`config.mk`:
```
export PLATFORM = sky130hd
export DESIGN_NAME = pfd_lock_top
export DESIGN_NICKNAME = d
export VERILOG_FILES = /design/src/rtl/pfd_pkg.sv /design/src/rtl/pfd_rst_sync.sv /design/src/rtl/pfd_edge_det.sv /design/src/rtl/pfd_core.sv /design/src/rtl/pfd_steer.sv /design/src/rtl/pfd_lock_top.sv
export SDC_FILE = /design/constraint.sdc
export NUM_CORES = 1
export LEC_CHECK = 0
export BUFFER_PORTS_ARGS = -buffer_cell sky130_fd_sc_hd__buf_4
export CORE_UTILIZATION = 49
export CTS_CLUSTER_DIAMETER = 50
export CTS_CLUSTER_SIZE = 8
export DETAILED_ROUTE_END_ITERATION = 10
export GPL_TIMING_DRIVEN = 0
export PLACE_DENSITY_LB_ADDON = 0.3
export SYNTH_ARGS = -nofsm -noshare
export SYNTH_HDL_FRONTEND = slang
export SYNTH_SLANG_ARGS = --single-unit
```
`constraint.sdc`:
```
create_clock -name clk -period 1.2 [get_ports clk]
set_input_delay 0.06 -clock clk [delete_from_list [all_inputs] [get_ports clk]]
set_output_delay 0.06 -clock clk [all_outputs]
set_load 0.01 [all_outputs]
```
`src/rtl/pfd_pkg.sv`:
```
package pfd_pkg;
  localparam int CTRL_W = 6;

  typedef struct packed {
    logic lock_en;
    logic err_inv;
    logic err_en;
    logic pump_swap;
    logic pump_en;
    logic pol;
  } pfd_ctrl_t;
endpackage

```
`src/rtl/pfd_rst_sync.sv`:
```
module pfd_rst_sync #(
  parameter int STAGES = 2
) (
  input  logic clk,
  input  logic rst_n,
  output logic rst_sync_n
);
  logic [STAGES-1:0] sync_q;

  always_ff @(posedge clk or negedge rst_n) begin
    if (!rst_n) sync_q <= '0;
    else        sync_q <= {sync_q[STAGES-2:0], 1'b1};
  end

  assign rst_sync_n = sync_q[STAGES-1];
endmodule

```
`src/rtl/pfd_edge_det.sv`:
```
module pfd_edge_det #(
  parameter int SYNC_STAGES = 2
) (
  input  logic clk,
  input  logic rst_n,
  input  logic din,
  output logic rise
);
  logic [SYNC_STAGES-1:0] sync_q, sync_d;
  logic                   prev_q, prev_d;

  always_comb begin
    sync_d = {sync_q[SYNC_STAGES-2:0], din};
    prev_d = sync_q[SYNC_STAGES-1];
  end

  always_ff @(posedge clk or negedge rst_n) begin
    if (!rst_n) begin
      sync_q <= '0;
      prev_q <= 1'b0;
    end else begin
      sync_q <= sync_d;
      prev_q <= prev_d;
    end
  end

  assign rise = sync_q[SYNC_STAGES-1] & ~prev_q;

  // a detected edge is a single-cycle pulse
  a_r3_single_pulse: assert property (@(posedge clk) disable iff (!rst_n)
    rise |=> !rise);
endmodule

```
`src/rtl/pfd_core.sv`:
```
module pfd_core #(
  parameter int MIN_OVL = 2
) (
  input  logic clk,
  input  logic rst_n,
  input  logic rise_r,
  input  logic rise_v,
  output logic up,
  output logic dn
);
  localparam int CNT_W = (MIN_OVL > 1) ? $clog2(MIN_OVL) : 1;
  localparam logic [CNT_W-1:0] LAST = CNT_W'(MIN_OVL - 1);

  logic             up_q, up_d, dn_q, dn_d;
  logic [CNT_W-1:0] cnt_q, cnt_d;
  logic             both, done;

  always_comb begin
    both  = up_q & dn_q;
    done  = both && (cnt_q == LAST);
    up_d  = (up_q & ~done) | rise_r;
    dn_d  = (dn_q & ~done) | rise_v;
    cnt_d = (both && !done) ? cnt_q + 1'b1 : '0;
  end

  always_ff @(posedge clk or negedge rst_n) begin
    if (!rst_n) begin
      up_q  <= 1'b0;
      dn_q  <= 1'b0;
      cnt_q <= '0;
    end else begin
      up_q  <= up_d;
      dn_q  <= dn_d;
      cnt_q <= cnt_d;
    end
  end

  assign up = up_q;
  assign dn = dn_q;

  // flags only rise after a detected input edge
  a_r3_up_cause: assert property (@(posedge clk) disable iff (!rst_n)
    $rose(up_q) |-> $past(rise_r));
  a_r3_dn_cause: assert property (@(posedge clk) disable iff (!rst_n)
    $rose(dn_q) |-> $past(rise_v));
  // an expired overlap clears both flags unless a new edge arrives
  a_r4_overlap_end: assert property (@(posedge clk) disable iff (!rst_n)
    (up_q && dn_q && cnt_q == LAST) |=>
      ((!up_q || $past(rise_r)) && (!dn_q || $past(rise_v))));
endmodule

```
`src/rtl/pfd_steer.sv`:
```
module pfd_steer
  import pfd_pkg::*;
(
  input  pfd_ctrl_t ctrl,
  input  logic      up,
  input  logic      dn,
  output logic      pump_r_n,
  output logic      pump_v_n,
  output logic      err_drive,
  output logic      err_oe,
  output logic      lock_out
);
  logic r_act, v_act, one_act, raw_drv;

  always_comb begin
    r_act = ctrl.pol ? dn : up;
    v_act = ctrl.pol ? up : dn;
    if (!ctrl.pump_en) begin
      pump_r_n = 1'b1;
      pump_v_n = 1'b1;
    end else if (ctrl.pump_swap) begin
      pump_r_n = ~v_act;
      pump_v_n = ~r_act;
    end else begin
      pump_r_n = ~r_act;
      pump_v_n = ~v_act;
    end
    one_act   = up ^ dn;
    raw_drv   = ctrl.pol ? dn : up;
    err_oe    = ctrl.err_en & one_act;
    err_drive = err_oe & (raw_drv ^ ctrl.err_inv);
    lock_out  = ctrl.lock_en & ~(up | dn);
  end
endmodule

```
`src/rtl/pfd_lock_top.sv`:
```
module pfd_lock_top
  import pfd_pkg::*;
#(
  parameter int MIN_OVL     = 2,
  parameter int SYNC_STAGES = 2,
  parameter int RST_STAGES  = 2
) (
  input  logic              clk,
  input  logic              rst_n,
  input  logic              ref_in,
  input  logic              vco_in,
  input  logic              ctrl_wr,
  input  logic [CTRL_W-1:0] ctrl_wdata,
  output logic              pump_r_n,
  output logic              pump_v_n,
  output logic              err_drive,
  output logic              err_oe,
  output logic              lock_out
);
  localparam int N_IN = 2;

  logic            rst_sync_n;
  logic [N_IN-1:0] in_vec, rise_vec;
  pfd_ctrl_t       ctrl_q, ctrl_d;
  logic            up, dn;

  pfd_rst_sync #(.STAGES(RST_STAGES)) u_rst (
    .clk(clk), .rst_n(rst_n), .rst_sync_n(rst_sync_n)
  );

  assign in_vec = {vco_in, ref_in};

  for (genvar i = 0; i < N_IN; i++) begin : g_edge
    pfd_edge_det #(.SYNC_STAGES(SYNC_STAGES)) u_edge (
      .clk(clk), .rst_n(rst_sync_n), .din(in_vec[i]), .rise(rise_vec[i])
    );
  end

  always_comb begin
    ctrl_d = ctrl_wr ? pfd_ctrl_t'(ctrl_wdata) : ctrl_q;
  end

  always_ff @(posedge clk or negedge rst_sync_n) begin
    if (!rst_sync_n) ctrl_q <= '0;
    else             ctrl_q <= ctrl_d;
  end

  pfd_core #(.MIN_OVL(MIN_OVL)) u_core (
    .clk(clk), .rst_n(rst_sync_n),
    .rise_r(rise_vec[0]), .rise_v(rise_vec[1]),
    .up(up), .dn(dn)
  );

  pfd_steer u_steer (
    .ctrl(ctrl_q), .up(up), .dn(dn),
    .pump_r_n(pump_r_n), .pump_v_n(pump_v_n),
    .err_drive(err_drive), .err_oe(err_oe), .lock_out(lock_out)
  );

  // both pumps low together means the single-ended output floats
  a_r7_overlap_hiz: assert property (@(posedge clk) disable iff (!rst_sync_n)
    (!pump_r_n && !pump_v_n) |-> !err_oe);
  // lock never reported while the error output drives
  a_r11_lock_quiet: assert property (@(posedge clk) disable iff (!rst_sync_n)
    err_oe |-> !lock_out);
  // a driven value only appears with the output enabled
  a_r8_drive_gated: assert property (@(posedge clk) disable iff (!rst_sync_n)
    err_drive |-> err_oe);
endmodule

```
==> reports/qor.csv, run 1 <==
metric,value,unit
Layout area overhead,40.0,%
io pins,16,
global placer's final weighted congestion,0.648,
count of final setup violators,4,
Pins Over Slew Limit,0,
CTS buffer count,3,
# clock sinks,17,
via count,424,
largest net degree at the start of global routing,16,
flop-to-flop setup slack,0.12,ns
Routed Antenna Nets,0,
post-synthesis sequential area ratio,0.651,
core area,1170,sq um
PwrDens,1760,nW/um^2
Worst Tran Pin Value,0.575,ns
Rows,12,
vias in the first global route,439,
Clock Skew,0.00445,ns
H-tree Lvls,1,
setup TNS,-0.816,ns
status,"finished, violations left",
GRT overflow,0,
reg2reg start,ctrl_q[0]$_DFFE_PN0P_,
total die area,1480,sq um
DR vias/cell,4.93,
Nets,86,
fin util,0.781,
final wirelength,1220,um
"Slowest-stage cell, CP",dfrtp_1,
count of state elements after synthesis,17,
Max Cap Viol,0,
Critical Path End,pump_r_n,
Hold Fails Final Rpt,0,
TritonCTS clock tree,done,
LEAKAGE,0.454,nW
Max Clk Rate,0.697,GHz
wire length per cell,14.2,um
Crit path required time,1.14,ns
fin worst setup slack,-0.235,ns
Critical Path Start,ctrl_q[0]$_DFFE_PN0P_,
Max stage delay on crit path,0.45,ns
Port Buffers,14,
initial antenna violation count,0,
diodes inserted,0,
FF-to-FF End,ctrl_q[0]$_DFFE_PN0P_,
Synth area leaders,"dfrtp_1 (65%), mux2_2 (10%), ha_1 (3.8%)",
total iterations of the first detailed-routing run,4,
Max Fanout on Critical Path,3,
later-pin clock latency in the skew report,0.28,ns
Remaining DRCs,0,
area share of the largest cell type after synthesis,0.651,
gr usage total,0.210,
"most common cell after layout, fill and taps aside",dfrtp_1,
most frequent cells in the layout,"dfrtp_1 (17), buf_4 (15), mux2_2 (6)",
Final HPWL DP,798,um
post-synthesis net count,59,
synthesized area per cell,14.2,sq um
die height,38.5,um
largest area contributor in the netlist,dfrtp_1,
Worst EP arrival,1.38,ns
"Power, Total",1.61,mW
final worst-path cycle share,1.20,
crit-path cells,xnor2_2 > mux2_4 > buf_6,
drt initial violations,3,
Crit Path Category,flop to output port,
maximum VDD drop,0.00103,V
synth warn,0,
Initial Util,0.558,
Max-slew headroom,0.616,
crit path time final,1.44,ns
unrepaired setup endpoints after global routing,yes,
Startpoint Class,flop,
failing checks,setup timing,
Die W,38.5,um
depth of the most critical reg-to-reg path,3,
share of cells above drive strength 1,0.500,
Clock Tree Buf Depth,2,
root buf cell,clkbuf_4,
first-pass GRT wire length,1900,um
Min-Delay Path Class,input pin to flop,
Cells after Synth,46,
"CTS clk-pin slew, worst paths",0.09,ns
Unique masters post-synth,15,
post-synthesis instance area,653,sq um
Setup crit end kind,output port,
[per-layer routing]
layer,wire (um),vias up,share of wire,global-route usage
met4,0,0,0,0.0776
met1,421,209,0.35,0.210
li1,-,202,-,-
met2,753,13,0.62,0.417
met5,0,-,0,0
met3,45,0,0.037,0.0349
[worst max-delay path, delay by kind of cell (launching register included)]
family / cells / cell delay, ns
mux: 1 / 0.33
xor+xnor: 1 / 0.21
buf+inv: 1 / 0.12
flops: 1 / 0.45
[power by group]
part           switching [mW]  total, mW  internal, mW
sequential             0.0680      0.720         0.652
clock                   0.164      0.288         0.124
combinational           0.240      0.599         0.359
[cell families after synthesis]
| group | synth area share |
|---|---|
| DFF | 0.651 |
| AOI/OAI and AO/OA | 0.0268 |
| xor gates and xnor gates | 0.0134 |
| buffers and inverters | 0.0306 |
| and+or+nand+nor | 0.0651 |
| adders and majority gates | 0.0383 |
| other | 0.00574 |
| muxes | 0.169 |
[sequential cells by signal (all words and copies together), names as in the netlist]
signal,cells
u_rst.sync_q,2
u_core.cnt_q,1
g_edge.u_edge.prev_q,2
g_edge.u_edge.sync_q,4
u_core.dn,1
ctrl_q,6
u_core.up,1
[per-stage QoR]
step	worst slack (ns)	instances	instance area, sq um	hold slack (ns)
finish	-0.235	86	915	0.00914
global route	-0.298	86	915	0.00416
CTS	-0.245	84	891	0.00374
detailed placement	-0.0451	74	776	-0.157
global placement	-0.00418	74	776	-0.157
floorplan	0.123	46	653	-0.236
[worst min path at each step]
stage	to	cells past startpoint	slack, ns	start
3_3_place_gp	u_rst.sync_q[0]$_DFF_PN0_	1	-0.16	rst_n
3_5_place_dp	u_rst.sync_q[0]$_DFF_PN0_	1	-0.16	rst_n
4_1_cts	ctrl_q[5]$_DFFE_PN0P_	2	0.004	ctrl_wdata[5]
6_report	ctrl_q[5]$_DFFE_PN0P_	2	0.009	ctrl_wdata[5]
2_1_floorplan	u_rst.sync_q[0]$_DFF_PN0_	0	-0.24	rst_n
5_1_grt	ctrl_q[5]$_DFFE_PN0P_	2	0.004	ctrl_wdata[5]
[Yosys cell counts]
| cell | instances |
|---|---|
| and2_1 | 2 |
| inv_1 | 4 |
| mux2_2 | 6 |
| nand3_1 | 1 |
| ha_1 | 2 |
| buf_2 | 1 |
| xnor2_1 | 1 |
| mux2_1 | 2 |
| mux2i_1 | 2 |
| nor2b_1 | 1 |
| a22o_1 | 2 |
| nand2_1 | 3 |
| nand3b_1 | 1 |
| conb_1 | 1 |
| dfrtp_1 | 17 |
[timing repair]
item,CTS,global route
gates resized for setup,7,3
gates cloned,0,0
hold endpoints to repair,4,1
hold buffers,3,1
pin swaps,1,0
endpoints found under the setup margin,5,5
buffers inserted,3,1
[layout make-up]
| class | instances | area, sq um |
|---|---|---|
| repair buffers | 22 | 186 |
| flip-flops and latches | 17 | 425 |
| clock buffers | 3 | 22.5 |
| plain buffers | 1 | 5.00 |
| multi-input cells | 24 | 238 |
| well taps | 14 | 17.5 |
| fillers | 74 | 256 |
| inverters | 4 | 15.0 |
| clock inverters | 1 | 5.00 |
Note: power is estimated with default switching activity, not from simulation.
==> run 2: changes to the inputs <==
Settings changed: CORE_AREA from default to 2 2 39 41, CORE_UTILIZATION 49 to default, DIE_AREA from default to 0 0 41 43.
Clock period 1.2 ns to 1.8 ns, I/O delays scaled along.
==> reports/qor.csv, run 2 (same netlist as run 1, synthesis figures left out) <==
metric,value,unit,change
GRT overflow,0,,unchanged
Die W,41,um,+6.5%
Hold Fails Final Rpt,0,,unchanged
gr usage total,0.138,,-0.0724
total iterations of the first detailed-routing run,1,,-3
combinational share of power,0.275,,-0.098
total die area,1760,sq um,+19%
Routed Antenna Nets,0,,unchanged
Initial Util,0.472,,-0.0857
Pint,0.674,mW,-41%
share of cells above drive strength 1,0.373,,-0.127
PostCTS Resize Cnt,0,,-7
setup TNS,0,ns,+0.816 ns
Setup Buffers After CTS,0,,-3
sw frac,0.296,,+0.00237
CTS buffer count,3,,unchanged
placed inst area,778,sq um,+0.32%
Remaining DRCs,0,,unchanged
Critical Path End,err_drive,,
Max Cap Viol,0,,unchanged
Min Hold Slack,0.0239,ns,+0.0147 ns
post-route cell area,838,sq um,-8.3%
Filler Cells Inserted,117,,+58%
LEAKAGE,0.410,nW,-9.5%
Max Fanout on Critical Path,5,,+2
Worst EP arrival,1.48,ns,+0.10 ns
vias in the first global route,404,,-8.0%
Clock Skew,0.00335,ns,-0.00110 ns
area of the multi-input gates,208,sq um,-13%
maximum VDD drop,0.000654,V,-36%
root buf cell,clkbuf_4,,
# clock sinks,17,,unchanged
io pins,16,,unchanged
clock power share,0.215,,+0.036
Worst Tran Pin Value,0.563,ns,-0.0126 ns
CTS Hold Bufs,3,,unchanged
largest registers,"ctrl_q (6), g_edge.u_edge.sync_q (4)",,
sequential cell area,425,sq um,unchanged
depth of the most critical reg-to-reg path,3,,unchanged
Final HPWL DP,694,um,-13%
initial antenna violation count,0,,unchanged
Pins Over Slew Limit,0,,unchanged
TritonCTS clock tree,done,,
Rows,14,,+2
Startpoint Class,flop,,
unrepaired setup endpoints after global routing,no,,
wire length per cell,11.4,um,-20%
most frequent cells in the layout,"dfrtp_1 (17), buf_4 (14), mux2_2 (6)",,
"CTS clk-pin slew, worst paths",0.10,ns,about the same
Critical Path Start,u_core.dn$_DFF_PN0_,,
Max Clk Rate,0.638,GHz,
PwrDens,1140,nW/um^2,-35%
Crit path required time,1.71,ns,+0.57 ns
count of final setup violators,0,,-4
max reg flops,6,,unchanged
fin worst setup slack,0.233,ns,+0.468 ns
largest register by flop count,ctrl_q,,
global placer's final weighted congestion,0.661,,+2.0%
reg2reg start,u_core.dn$_DFF_PN0_,,
Min-Delay Path Class,input pin to flop,,
die height,43,um,+12%
Max-slew headroom,0.625,,+0.00837
diodes inserted,0,,unchanged
status,finished clean,,
Clock Tree Buf Depth,2,,unchanged
first-pass GRT wire length,1570,um,-17%
Layout area overhead,28.4,%,
later-pin clock latency in the skew report,0.29,ns,about the same
Port Buffers,14,,unchanged
largest net degree at the start of global routing,16,,unchanged
NetSw,0.284,mW,-40%
pre-CTS WS,0.543,ns,+0.588 ns
H-tree Lvls,1,,unchanged
flop-to-flop setup slack,0.81,ns,+0.69 ns
final wirelength,947,um,-22%
FF-to-FF End,u_core.dn$_DFF_PN0_,,
drt initial violations,0,,-3
Crit Path Category,flop to output port,,
final worst-path cycle share,0.870,,
Nets,81,,-5.8%
Setup crit end kind,output port,,
"most common cell after layout, fill and taps aside",dfrtp_1,,
crit path time final,1.57,ns,
DR vias/cell,4.75,,-3.7%
core area,1380,sq um,+18%
Reg power frac,0.510,,+0.062
via count,394,,-7.1%
[run 2: changes by cell type in the layout (fill, tap and decap cells not counted), moves of 2 or more]
cell,delta
buf_6,-3
inv_2,-2
mux2_1,+2
mux2_4,-2
inv_1,+2
[run 2: area by class of cell]
cell class | instances | share of cell area
Inverter | 4 | 0.0179
Clock buffer | 3 | 0.0269
Tap cell | 16 | 0.0239
Buffer | 1 | 0.00597
Sequential cell | 17 | 0.507
Multi-Input combinational cell | 24 | 0.248
Timing Repair Buffer | 17 | 0.161
Clock inverter | 1 | 0.00896
[run 2: metrics by stage]
stage,total power [mW],instances,util
CTS,0.976,83,0.606
floorplan,0.647,46,-
finish,0.958,83,0.606
global placement,0.747,76,0.562
detailed placement,0.760,76,0.562
global route,1.03,83,0.606
[run 2: worst min-delay path by stage]
stage	from	end	cells after the start
5_1_grt	ctrl_wdata[2]	ctrl_q[2]$_DFFE_PN0P_	2
2_1_floorplan	rst_n	u_rst.sync_q[0]$_DFF_PN0_	0
4_1_cts	ctrl_wdata[0]	ctrl_q[0]$_DFFE_PN0P_	2
6_report	ctrl_wdata[0]	ctrl_q[0]$_DFFE_PN0P_	2
3_3_place_gp	rst_n	u_rst.sync_q[1]$_DFF_PN0_	1
3_5_place_dp	rst_n	u_rst.sync_q[0]$_DFF_PN0_	1
[run 2: power groups by stage]
| stage | combinational (mW) | clock (mW) | sequential [mW] |
|---|---|---|---|
| after floorplan | 0.167 | 0 | 0.480 |
| after global placement | 0.252 | 0 | 0.496 |
| after detailed placement | 0.262 | 0 | 0.498 |
| after CTS | 0.269 | 0.217 | 0.490 |
| after global routing | 0.294 | 0.233 | 0.501 |
| final | 0.263 | 0.206 | 0.488 |
[run 2: critical path, cell delays in order (launching register included)]
cell     delay (ns)
dfrtp_1        0.45
inv_1          0.07
ha_1           0.31
nand3_1        0.08
mux2i_1        0.15
buf_4          0.14
[run 2: per-layer routing]
layer,up-vias,wire (um),track usage
li1,191,-,-
met1,184,383,0.164
met2,15,482,0.206
met3,4,63,0.0471
met4,0,18,0.0800
met5,-,0,0
